File: config.mk
export PLATFORM = sky130hd
export DESIGN_NAME = vpic_top
export DESIGN_NICKNAME = d
export VERILOG_FILES = /design/src/rtl/vpic_pkg.sv /design/src/rtl/vpic_prio_pick.sv /design/src/rtl/vpic_req_capture.sv /design/src/rtl/vpic_isr_track.sv /design/src/rtl/vpic_top.sv
export SDC_FILE = /design/constraint.sdc
export NUM_CORES = 1
export LEC_CHECK = 0
export CAP_MARGIN = 25
export CORE_MARGIN = 5
export CORE_UTILIZATION = 50
export CTS_CLUSTER_DIAMETER = 200
export DETAILED_ROUTE_END_ITERATION = 10
export PLACE_DENSITY_LB_ADDON = 0.1
export SYNTH_ARGS = -nofsm -noshare
export SYNTH_HDL_FRONTEND = slang
export SYNTH_SLANG_ARGS = --single-unit
export TNS_END_PERCENT = 10
File: constraint.sdc
create_clock -name clk -period 2.5 [get_ports clk]
set_input_delay 0.75 -clock clk [delete_from_list [all_inputs] [get_ports clk]]
set_output_delay 0.75 -clock clk [all_outputs]
set_load 0.01 [all_outputs]
File: src/rtl/vpic_pkg.sv
package vpic_pkg;
   typedef enum logic [1:0] {
      SEL_MASK = 2'd0,
      SEL_BASE = 2'd1,
      SEL_MODE = 2'd2,
      SEL_EOS  = 2'd3
   } reg_sel_e;
endpackage

File: src/rtl/vpic_prio_pick.sv
module vpic_prio_pick #(
   parameter int NUM_LINES = 8,
   parameter int LVL_W     = $clog2(NUM_LINES)
) (
   input  logic [NUM_LINES-1:0] req_vec,
   output logic                 any_set,
   output logic [LVL_W-1:0]     top_idx
);
   // lowest index wins: scan from the top so the last hit is the lowest
   always_comb begin
      any_set = 1'b0;
      top_idx = '0;
      for (int i = NUM_LINES - 1; i >= 0; i--) begin
         if (req_vec[i]) begin
            any_set = 1'b1;
            top_idx = LVL_W'(i);
         end
      end
   end
endmodule

File: src/rtl/vpic_req_capture.sv
module vpic_req_capture #(
   parameter int NUM_LINES = 8
) (
   input  logic                 clk,
   input  logic                 rst_n,
   input  logic [NUM_LINES-1:0] irq_in,
   input  logic                 level_mode,
   input  logic [NUM_LINES-1:0] clr_vec,
   output logic [NUM_LINES-1:0] irr_q
);
   genvar g;
   generate
      for (g = 0; g < NUM_LINES; g++) begin : g_line
         logic prev_q;
         logic pend_q;
         always_ff @(posedge clk) begin
            if (!rst_n) begin
               prev_q <= 1'b0;
               pend_q <= 1'b0;
            end else begin
               prev_q <= irq_in[g];
               if (level_mode)
                  pend_q <= irq_in[g];
               else
                  pend_q <= (pend_q | (irq_in[g] & ~prev_q)) & ~clr_vec[g];
            end
         end
         assign irr_q[g] = pend_q;
      end
   endgenerate
endmodule

File: src/rtl/vpic_isr_track.sv
module vpic_isr_track #(
   parameter int NUM_LINES = 8,
   parameter int LVL_W     = $clog2(NUM_LINES)
) (
   input  logic                 clk,
   input  logic                 rst_n,
   input  logic                 set_en,
   input  logic [LVL_W-1:0]     set_idx,
   input  logic                 eos,
   output logic [NUM_LINES-1:0] isr_q,
   output logic                 isr_any,
   output logic [LVL_W-1:0]     isr_idx
);
   logic [NUM_LINES-1:0] set_vec;
   logic [NUM_LINES-1:0] clr_vec;

   vpic_prio_pick #(.NUM_LINES(NUM_LINES), .LVL_W(LVL_W)) u_isr_pick (
      .req_vec (isr_q),
      .any_set (isr_any),
      .top_idx (isr_idx)
   );

   always_comb begin
      set_vec = '0;
      clr_vec = '0;
      if (set_en) set_vec = NUM_LINES'(1) << set_idx;
      if (eos && isr_any) clr_vec = NUM_LINES'(1) << isr_idx;
   end

   always_ff @(posedge clk) begin
      if (!rst_n) isr_q <= '0;
      else        isr_q <= (isr_q & ~clr_vec) | set_vec;
   end
endmodule

File: src/rtl/vpic_top.sv
module vpic_top #(
   parameter int NUM_LINES = 8,
   parameter int VEC_W     = 8
) (
   input  logic                 clk,
   input  logic                 rst_n,
   input  logic [NUM_LINES-1:0] irq_in,
   input  logic                 inta,
   input  logic                 reg_we,
   input  logic [1:0]           reg_sel,
   input  logic [VEC_W-1:0]     reg_wdata,
   output logic                 int_out,
   output logic                 vec_valid,
   output logic [VEC_W-1:0]     vec_out
);
   import vpic_pkg::*;

   localparam int LVL_W  = $clog2(NUM_LINES);
   localparam int BASE_W = VEC_W - LVL_W;
   localparam logic [LVL_W-1:0] SPUR_LVL = LVL_W'(NUM_LINES - 1);

   generate
      if (NUM_LINES < 2 || NUM_LINES != (1 << LVL_W))
         $error("vpic_top: NUM_LINES must be a power of two of at least 2");
      if (VEC_W <= LVL_W || VEC_W < NUM_LINES)
         $error("vpic_top: VEC_W too narrow for level field or mask");
   endgenerate

   logic [NUM_LINES-1:0] imr_q;
   logic [BASE_W-1:0]    base_q;
   logic                 level_q;
   logic                 int_q;
   logic                 vvalid_q;
   logic [VEC_W-1:0]     vec_q;

   logic [NUM_LINES-1:0] irr_q;
   logic [NUM_LINES-1:0] isr_q;
   logic [NUM_LINES-1:0] pend_vec;
   logic [NUM_LINES-1:0] irr_clr;
   logic                 pend_any, isr_any;
   logic [LVL_W-1:0]     pend_idx, isr_idx;
   logic                 want, grant, eos_wr;
   reg_sel_e             sel;

   assign sel      = reg_sel_e'(reg_sel);
   assign eos_wr   = reg_we && (sel == SEL_EOS);
   assign pend_vec = irr_q & ~imr_q;

   vpic_req_capture #(.NUM_LINES(NUM_LINES)) u_capture (
      .clk        (clk),
      .rst_n      (rst_n),
      .irq_in     (irq_in),
      .level_mode (level_q),
      .clr_vec    (irr_clr),
      .irr_q      (irr_q)
   );

   vpic_prio_pick #(.NUM_LINES(NUM_LINES), .LVL_W(LVL_W)) u_pend_pick (
      .req_vec (pend_vec),
      .any_set (pend_any),
      .top_idx (pend_idx)
   );

   vpic_isr_track #(.NUM_LINES(NUM_LINES), .LVL_W(LVL_W)) u_isr (
      .clk     (clk),
      .rst_n   (rst_n),
      .set_en  (grant),
      .set_idx (pend_idx),
      .eos     (eos_wr),
      .isr_q   (isr_q),
      .isr_any (isr_any),
      .isr_idx (isr_idx)
   );

   // a request is eligible only if strictly more urgent than all in service
   assign want    = pend_any && (!isr_any || (pend_idx < isr_idx));
   assign grant   = inta && want;
   assign irr_clr = grant ? (NUM_LINES'(1) << pend_idx) : '0;

   always_ff @(posedge clk) begin
      if (!rst_n) begin
         imr_q   <= '1;
         base_q  <= '0;
         level_q <= 1'b0;
      end else if (reg_we) begin
         case (sel)
            SEL_MASK: imr_q   <= reg_wdata[NUM_LINES-1:0];
            SEL_BASE: base_q  <= reg_wdata[BASE_W-1:0];
            SEL_MODE: level_q <= reg_wdata[0];
            default:  ;
         endcase
      end
   end

   always_ff @(posedge clk) begin
      if (!rst_n) begin
         int_q    <= 1'b0;
         vvalid_q <= 1'b0;
         vec_q    <= '0;
      end else begin
         int_q    <= inta ? 1'b0 : want;
         vvalid_q <= inta;
         if (inta) vec_q <= {base_q, (grant ? pend_idx : SPUR_LVL)};
      end
   end

   assign int_out   = int_q;
   assign vec_valid = vvalid_q;
   assign vec_out   = vec_q;
endmodule

==> impl_summary.log, run 1 <==
[metrics] footprint of the multi-input gates: 1150 sq um
[metrics] number of vias per cell after detailed routing: 5.46
[metrics] number of setup buffers added after CTS: 0
[metrics] fin crit share: 89.4%
[metrics] Die Outline Area: 5810 sq um
[metrics] maximum number of pins on one net before global-route repair: 25
[metrics] # diodes: 0
[metrics] number of global-route vias before repair: 1,791
[metrics] final number of max-transition violations: 0
[metrics] Overall Global Routing Usage: 17.0%
[metrics] remaining design rule violation count: 0
[metrics] setup ws final: 0.265 ns
[metrics] global placer's final weighted congestion: 0.843
[metrics] register-to-register path setup slack: 0.26 ns
[metrics] count of hold buffers inserted by post-cts repair: 0
[metrics] post-detailed-route wirelength per cell: 14.0 um
[metrics] dominant synthesized flop cell: sky130_fd_sc_hd__dfxtp_1
[metrics] H-tree depth reported by CTS: 2
[metrics] count of antenna-violating nets left after detailed routing: 0
[metrics] CTS root buf: sky130_fd_sc_hd__clkbuf_8
[metrics] TritonCTS clock tree: done
[metrics] number of setup violations in the final report: 0
[metrics] Die Wd: 76.3 um
[metrics] Vert. Die Dim: 76.3 um
[metrics] required time of the critical path: 2.67 ns
[metrics] Std-Cell Core Area: 4290 sq um
[metrics] Cell Pwr Density: 563 nW/um^2
[metrics] hold_ws: 0.462 ns
[metrics] final critical path time including I/O delays and setup: 2.24 ns
[metrics] wire length of the first global-routing pass: 8270 um
[metrics] buffers from clock root to sink, at most: 2
[metrics] async set-reset flop share out of synthesis: 0%
[metrics] initial core utilization: 51.1%
[metrics] portion of the post-synthesis area used by sequential elements: 43.8%
[metrics] number of synthesized register bits: 48
[metrics] row cnt: 24
[metrics] net total in the final layout: 314
[metrics] Crit Path Max Fanout: 5
[metrics] wire length on met2: 2250 um
[metrics] # Max-Cap Violations: 0
[metrics] Resize count post-CTS: 0
[metrics] CTS clock-pin slew for the worst setup and hold paths: 0.08 ns
[metrics] startpoint types: flip-flop
[metrics] io pins: 32
[metrics] worst hold path type: flip-flop to flip-flop
[metrics] Tightest Pin Transition: 0.569 ns
[metrics] Num CTS Buffers: 5
[metrics] Final Hold Fails: 0
[metrics] CP Data Arrival Time: 2.40 ns
[metrics] startpoint-to-endpoint class of the critical path: flip-flop to flip-flop
[metrics] detailed route wirelength on metal3: 242 um
[metrics] result of the run: complete, no violations
[metrics] post-synthesis cell count: 256
[metrics] overall overflow remaining after global route: 0
[metrics] net count after synthesis: 278
[metrics] number of vias in the routed layout: 1,883
[metrics] Post-DP HPWL: 3590 um
[metrics] Synth-to-Final Area Change: 22.2%
[metrics] count of yosys warnings during synthesis: 0
[metrics] top routing layer in use: met4
[metrics] number of distinct library cells after synthesis: 42
[metrics] Clock Latency Late Sink: 0.30 ns
[metrics] Place WS: 0.0153 ns
[metrics] Pleak: 1.10 nW
[metrics] worst clock skew: 0.00459 ns
[metrics] iteration count of the initial detailed-routing pass: 4
[metrics] storage element area: 961 sq um
[metrics] achievable frequency: 447 MHz
[metrics] total wirelength of the detailed-routed design: 4820 um
[metrics] routed length on met1: 2270 um
[metrics] setup repair after global routing missed its margin: no
[metrics] Starting DRT DRC Count: 142
[metrics] share of cells above drive strength 1: 8.19%
[metrics] category of the worst setup path capture point: flip-flop
[metrics] cell area after synthesis: 2190 sq um
[metrics] number of antenna violations at the first check in global routing: 0
[metrics] Peak supply drop: 0.416 mV
[metrics] number of clock sinks seen by CTS: 48
[metrics] number of synthesized flops with an enable pin: 0
[metrics] Total Power Consumption: 1.51 mW
[metrics] FILL cells: 390
[metrics] mean instance size in the synthesized netlist: 8.57 sq um
[metrics] port bufs: 31
[metrics] share of the core filled with cells: 62.4%
[metrics] final setup TNS: 0 ns
[metrics] relative slew slack: 61.7%
power by group:
group	switching (mW)	leakage (nW)	internal (mW)
sequential	0.0232	0.394	0.803
clock	0.245	0.0510	0.221
combinational	0.107	0.654	0.111
flip-flops by register name (all words and copies together) (netlist names):
name / cells
base_q: 5
u_capture.g_line.pend_q: 8
vec_out: 8
u_isr.isr_q: 8
int_out: 1
level_q: 1
imr_q: 8
vec_valid: 1
u_capture.g_line.prev_q: 8
cells in the final DEF (no fill, tap or decap), drive strengths merged, types with 2 or more instances in the layout:
cell / Yosys / routed
dfxtp: 48 / 48
clkdlybuf4s50: 0 / 31
nand2: 27 / 27
nor2b: 18 / 18
nor2: 16 / 16
nand3: 16 / 16
inv: 13 / 13
mux2i: 11 / 11
nand2b: 11 / 11
o21ai: 11 / 11
and2: 11 / 11
a21oi: 8 / 8
a21boi: 8 / 8
buf: 1 / 7
clkbuf: 8 / 6
a31oi: 5 / 5
or2: 4 / 4
o22ai: 4 / 4
o31ai: 4 / 4
o211ai: 3 / 3
nor3: 2 / 2
o21bai: 2 / 2
o2111ai: 2 / 2
or3: 2 / 2
a311oi: 2 / 2
o21a: 2 / 2
a32o: 2 / 2
a22oi: 2 / 2
clkinv: 0 / 2
cells by family (layout without fill, tap and decap cells):
logic type / after synthesis / in the layout / share of synthesized area (%)
compound gates: 59 / 59 / 19.4
buf+inv: 22 / 59 / 3.76
flops: 48 / 48 / 43.8
mux: 11 / 11 / 5.02
simple gates: 116 / 116 / 28.0
per-layer routing:
| metal | vias to the layer above | track usage (%) |
|---|---|---|
| li1 | 965 | - |
| met1 | 870 | 22.5 |
| met2 | 42 | 27.5 |
| met3 | 6 | 3.90 |
| met4 | 0 | 4.72 |
| met5 | - | 0 |
Yosys cell counts (all sizes together), types with 2 or more instances:
library cell | number | area share [%]
dfxtp | 48 | 44
a21oi | 8 | 1.8
o21a | 2 | 0.68
a21boi | 8 | 2.7
mux2i | 11 | 5.0
nand2 | 27 | 4.6
nor3 | 2 | 0.46
o31ai | 4 | 1.4
o22ai | 4 | 1.1
o21ai | 11 | 2.5
a311oi | 2 | 1.4
or2 | 4 | 1.1
a31oi | 5 | 2.1
inv | 13 | 2.2
clkbuf | 8 | 1.4
nor2 | 16 | 2.7
o211ai | 3 | 1.0
nand3 | 16 | 3.6
o21bai | 2 | 0.68
a22oi | 2 | 0.68
nand2b | 11 | 3.1
or3 | 2 | 0.57
and2 | 11 | 3.1
a32o | 2 | 0.91
o2111ai | 2 | 0.80
nor2b | 18 | 5.1
stage by stage:
step / area (sq um) / cells
after floorplan: 2190 / 256
after global placement: 2590 / 337
after detailed placement: 2590 / 337
after CTS: 2680 / 345
after global routing: 2680 / 345
final: 2680 / 345
critical path, stage by stage (launching register included):
cell	delay [ns]
sky130_fd_sc_hd__dfxtp_1	0.32
sky130_fd_sc_hd__nor2b_1	0.15
sky130_fd_sc_hd__nand4b_1	0.36
sky130_fd_sc_hd__a311oi_2	0.48
sky130_fd_sc_hd__a311oi_2	0.12
sky130_fd_sc_hd__nor4_1	0.53
sky130_fd_sc_hd__o31ai_1	0.15
final timing paths:
kind / from / endpoint / cells after the start
worst min register to register: imr_q[6] / imr_q[6] / 2
worst max-delay path: u_capture.g_line[5].pend_q / u_capture.g_line[5].pend_q / 6
worst min-delay path: imr_q[6] / imr_q[6] / 2
worst max register to register: u_capture.g_line[5].pend_q / u_capture.g_line[5].pend_q / 6
layout make-up:
class                      instances  share of cell area (%)
clock inverter                     2                   0.373
multi-input combinational        186                    42.9
timing repair buffer              38                    13.5
clock buffer                       6                    3.08
tap                               52                    2.43
inverter                          13                    1.82
sequential                        48                    35.8
(Power assumes the default switching activity.)
==> inputs of run 2 (changes only) <==
- CORE_ASPECT_RATIO: default -> 0.75
- CORE_UTILIZATION: 50 -> 30
==> impl_summary.log, run 2 (synthesis results as in run 1) <==
[metrics] CTS root buf: sky130_fd_sc_hd__clkbuf_8
[metrics] category of the worst setup path capture point: flip-flop
[metrics] maximum number of pins on one net before global-route repair: 28 (+12%)
[metrics] row cnt: 27 (+13%)
[metrics] FILL cells: 781 (+100%)
[metrics] initial core utilization: 30.4% (-21 points)
[metrics] Vert. Die Dim: 84.1 um (+10%)
[metrics] number of setup violations in the final report: 0 (unchanged)
[metrics] startpoint types: flip-flop
[metrics] Resize count post-CTS: 0 (unchanged)
[metrics] number of global-route vias before repair: 1,755 (-2.0%)
[metrics] number of antenna violations at the first check in global routing: 0 (unchanged)
[metrics] H-tree depth reported by CTS: 2 (unchanged)
[metrics] Std-Cell Core Area: 7230 sq um (+68%)
[metrics] Final Hold Fails: 0 (unchanged)
[metrics] number of clock sinks seen by CTS: 48 (unchanged)
[metrics] remaining design rule violation count: 0 (unchanged)
[metrics] global placer's final weighted congestion: 0.822 (-2.4%)
[metrics] Peak supply drop: 0.230 mV (-45%)
[metrics] total wirelength of the detailed-routed design: 5350 um (+11%)
[metrics] share of cells above drive strength 1: 9.40% (+1.2 points)
[metrics] Critical-path top delay cell: sky130_fd_sc_hd__a311oi_2
[metrics] Die Wd: 109 um (+43%)
[metrics] Post-DP HPWL: 4100 um (+14%)
[metrics] wire length of the first global-routing pass: 8770 um (+6.0%)
[metrics] setup ws final: 0.351 ns (+0.0865 ns)
[metrics] Cell Pwr Density: 554 nW/um^2 (-1.6%)
[metrics] critical path buffer and inverter count: 0 (unchanged)
[metrics] cell area after layout: 2780 sq um (+3.7%)
[metrics] CP Data Arrival Time: 2.35 ns (-0.05 ns)
[metrics] TritonCTS clock tree: done
[metrics] hold_ws: 0.465 ns (+0.00223 ns)
[metrics] final number of max-transition violations: 0 (unchanged)
[metrics] final critical path time including I/O delays and setup: 2.15 ns (-0.0865 ns)
[metrics] Starting DRT DRC Count: 65 (-54%)
[metrics] setup repair after global routing missed its margin: no
[metrics] iteration count of the initial detailed-routing pass: 4 (unchanged)
[metrics] commonest non-fill, non-tap cell in the layout: sky130_fd_sc_hd__dfxtp_1
[metrics] buffers from clock root to sink, at most: 2 (unchanged)
[metrics] required time of the critical path: 2.70 ns (+0.03 ns)
[metrics] # Max-Cap Violations: 0 (unchanged)
[metrics] final setup TNS: 0 ns (unchanged)
[metrics] Synth-to-Final Area Change: 26.7%
[metrics] Pleak: 1.12 nW (+1.6%)
[metrics] Num CTS Buffers: 5 (unchanged)
[metrics] CTS clock-pin slew for the worst setup and hold paths: 0.09 ns (about the same)
[metrics] commonest cells after routing, fill and taps aside: sky130_fd_sc_hd__dfxtp_1 (48), sky130_fd_sc_hd__clkdlybuf4s50_1 (31), sky130_fd_sc_hd__nand2_1 (27), sky130_fd_sc_hd__nor2b_1 (18)
[metrics] # diodes: 0 (unchanged)
[metrics] Crit Path Max Fanout: 5 (unchanged)
[metrics] Tightest Pin Transition: 0.542 ns (-0.0271 ns)
[metrics] worst clock skew: 0.00781 ns (+0.00323 ns)
[metrics] Overall Global Routing Usage: 12.4% (-4.6 points)
[metrics] count of antenna-violating nets left after detailed routing: 0 (unchanged)
[metrics] critical path's most frequent cell: sky130_fd_sc_hd__a311oi_2
[metrics] Clock Latency Late Sink: 0.30 ns (about the same)
[metrics] biggest cell delay along the critical path: 0.45 ns (-0.08 ns)
[metrics] result of the run: complete, no violations
[metrics] register-to-register path setup slack: 0.35 ns (+0.09 ns)
[metrics] cell family with most CP delay: simple AND/OR/NAND/NOR gates
[metrics] startpoint-to-endpoint class of the critical path: flip-flop to flip-flop
[metrics] achievable frequency: 465 MHz (+4.0%)
[metrics] Die Outline Area: 9140 sq um (+57%)
[metrics] worst hold path type: flip-flop to flip-flop
[metrics] number of setup buffers added after CTS: 0 (unchanged)
[metrics] number of vias in the routed layout: 1,872 (-0.58%)
[metrics] relative slew slack: 63.8% (+2.1 points)
[metrics] Place WS: 0.0460 ns (+0.0307 ns)
[metrics] list of cells traversed by the critical path: nor2b_1 -> nand4b_1 -> a311oi_2 -> a311oi_2 -> or3_1 -> a32o_1
[metrics] port bufs: 31 (unchanged)
[metrics] io pins: 32 (unchanged)
[metrics] overall overflow remaining after global route: 0 (unchanged)
[metrics] fin crit share: 86.0% (-3.5 points)
[metrics] post-detailed-route wirelength per cell: 13.4 um (-4.0%)
[metrics] number of vias per cell after detailed routing: 4.69 (-14%)
[metrics] DP Area: 2690 sq um (+3.8%)
[metrics] count of hold buffers inserted by post-cts repair: 0 (unchanged)
[metrics] net total in the final layout: 319 (+1.6%)
## run 2: cell count changes in the layout (fill, tap and decap cells not counted), sizes merged
cell,before,now
clkinvlp,0,1
buf,7,12
clkbuf,6,7
clkinv,2,0
## run 2: tightest hold or removal path, delay by kind of cell, from the launching register on
kind	cells	cell delay [ns]
DFF	1	0.33
and+or+nand+nor	2	0.11
## run 2: where the power goes
group / switching (mW) / total (mW) / internal, mW / leakage (nW)
logic: 0.108 / 0.221 / 0.113 / 0.678
registers: 0.0242 / 0.827 / 0.803 / 0.394
clock network: 0.267 / 0.493 / 0.225 / 0.0445
total: 0.400 / 1.54 / 1.14 / 1.12
## run 2: layout make-up
type                       count  area [sq um]  area share (%)
multi-input combinational    186          1150            41.4
sequential                    48           961            34.5
timing repair buffer          43           400            14.4
tap                          101           126            4.54
clock buffer                   7          86.3            3.10
inverter                      13          48.8            1.75
clock inverter                 1          7.51           0.270
## run 2: per-layer routing
metal	global-route usage, %	part of all wire [%]	up-vias
met1	18.4	55	848
met2	16.2	38	38
met3	3.79	5.5	6
met5	0	0	-
met4	5.05	1.7	0
li1	-	-	980
## run 2: per-stage QoR
step,cells,power [mW],utilization [%]
final,399,1.54,38.5
after floorplan,256,0.966,-
after CTS,399,1.56,38.5
after global placement,391,1.07,37.2
after detailed placement,391,1.07,37.2
after global routing,399,1.62,38.5
## run 2: path summary, 6_finish.rpt
| kind | startpoint | to | cells after the start |
|---|---|---|---|
| max | u_capture.g_line[5].pend_q | u_capture.g_line[4].pend_q | 6 |
| min | imr_q[6] | imr_q[6] | 2 |
| max reg2reg | u_capture.g_line[5].pend_q | u_capture.g_line[4].pend_q | 6 |
| min reg2reg | imr_q[6] | imr_q[6] | 2 |
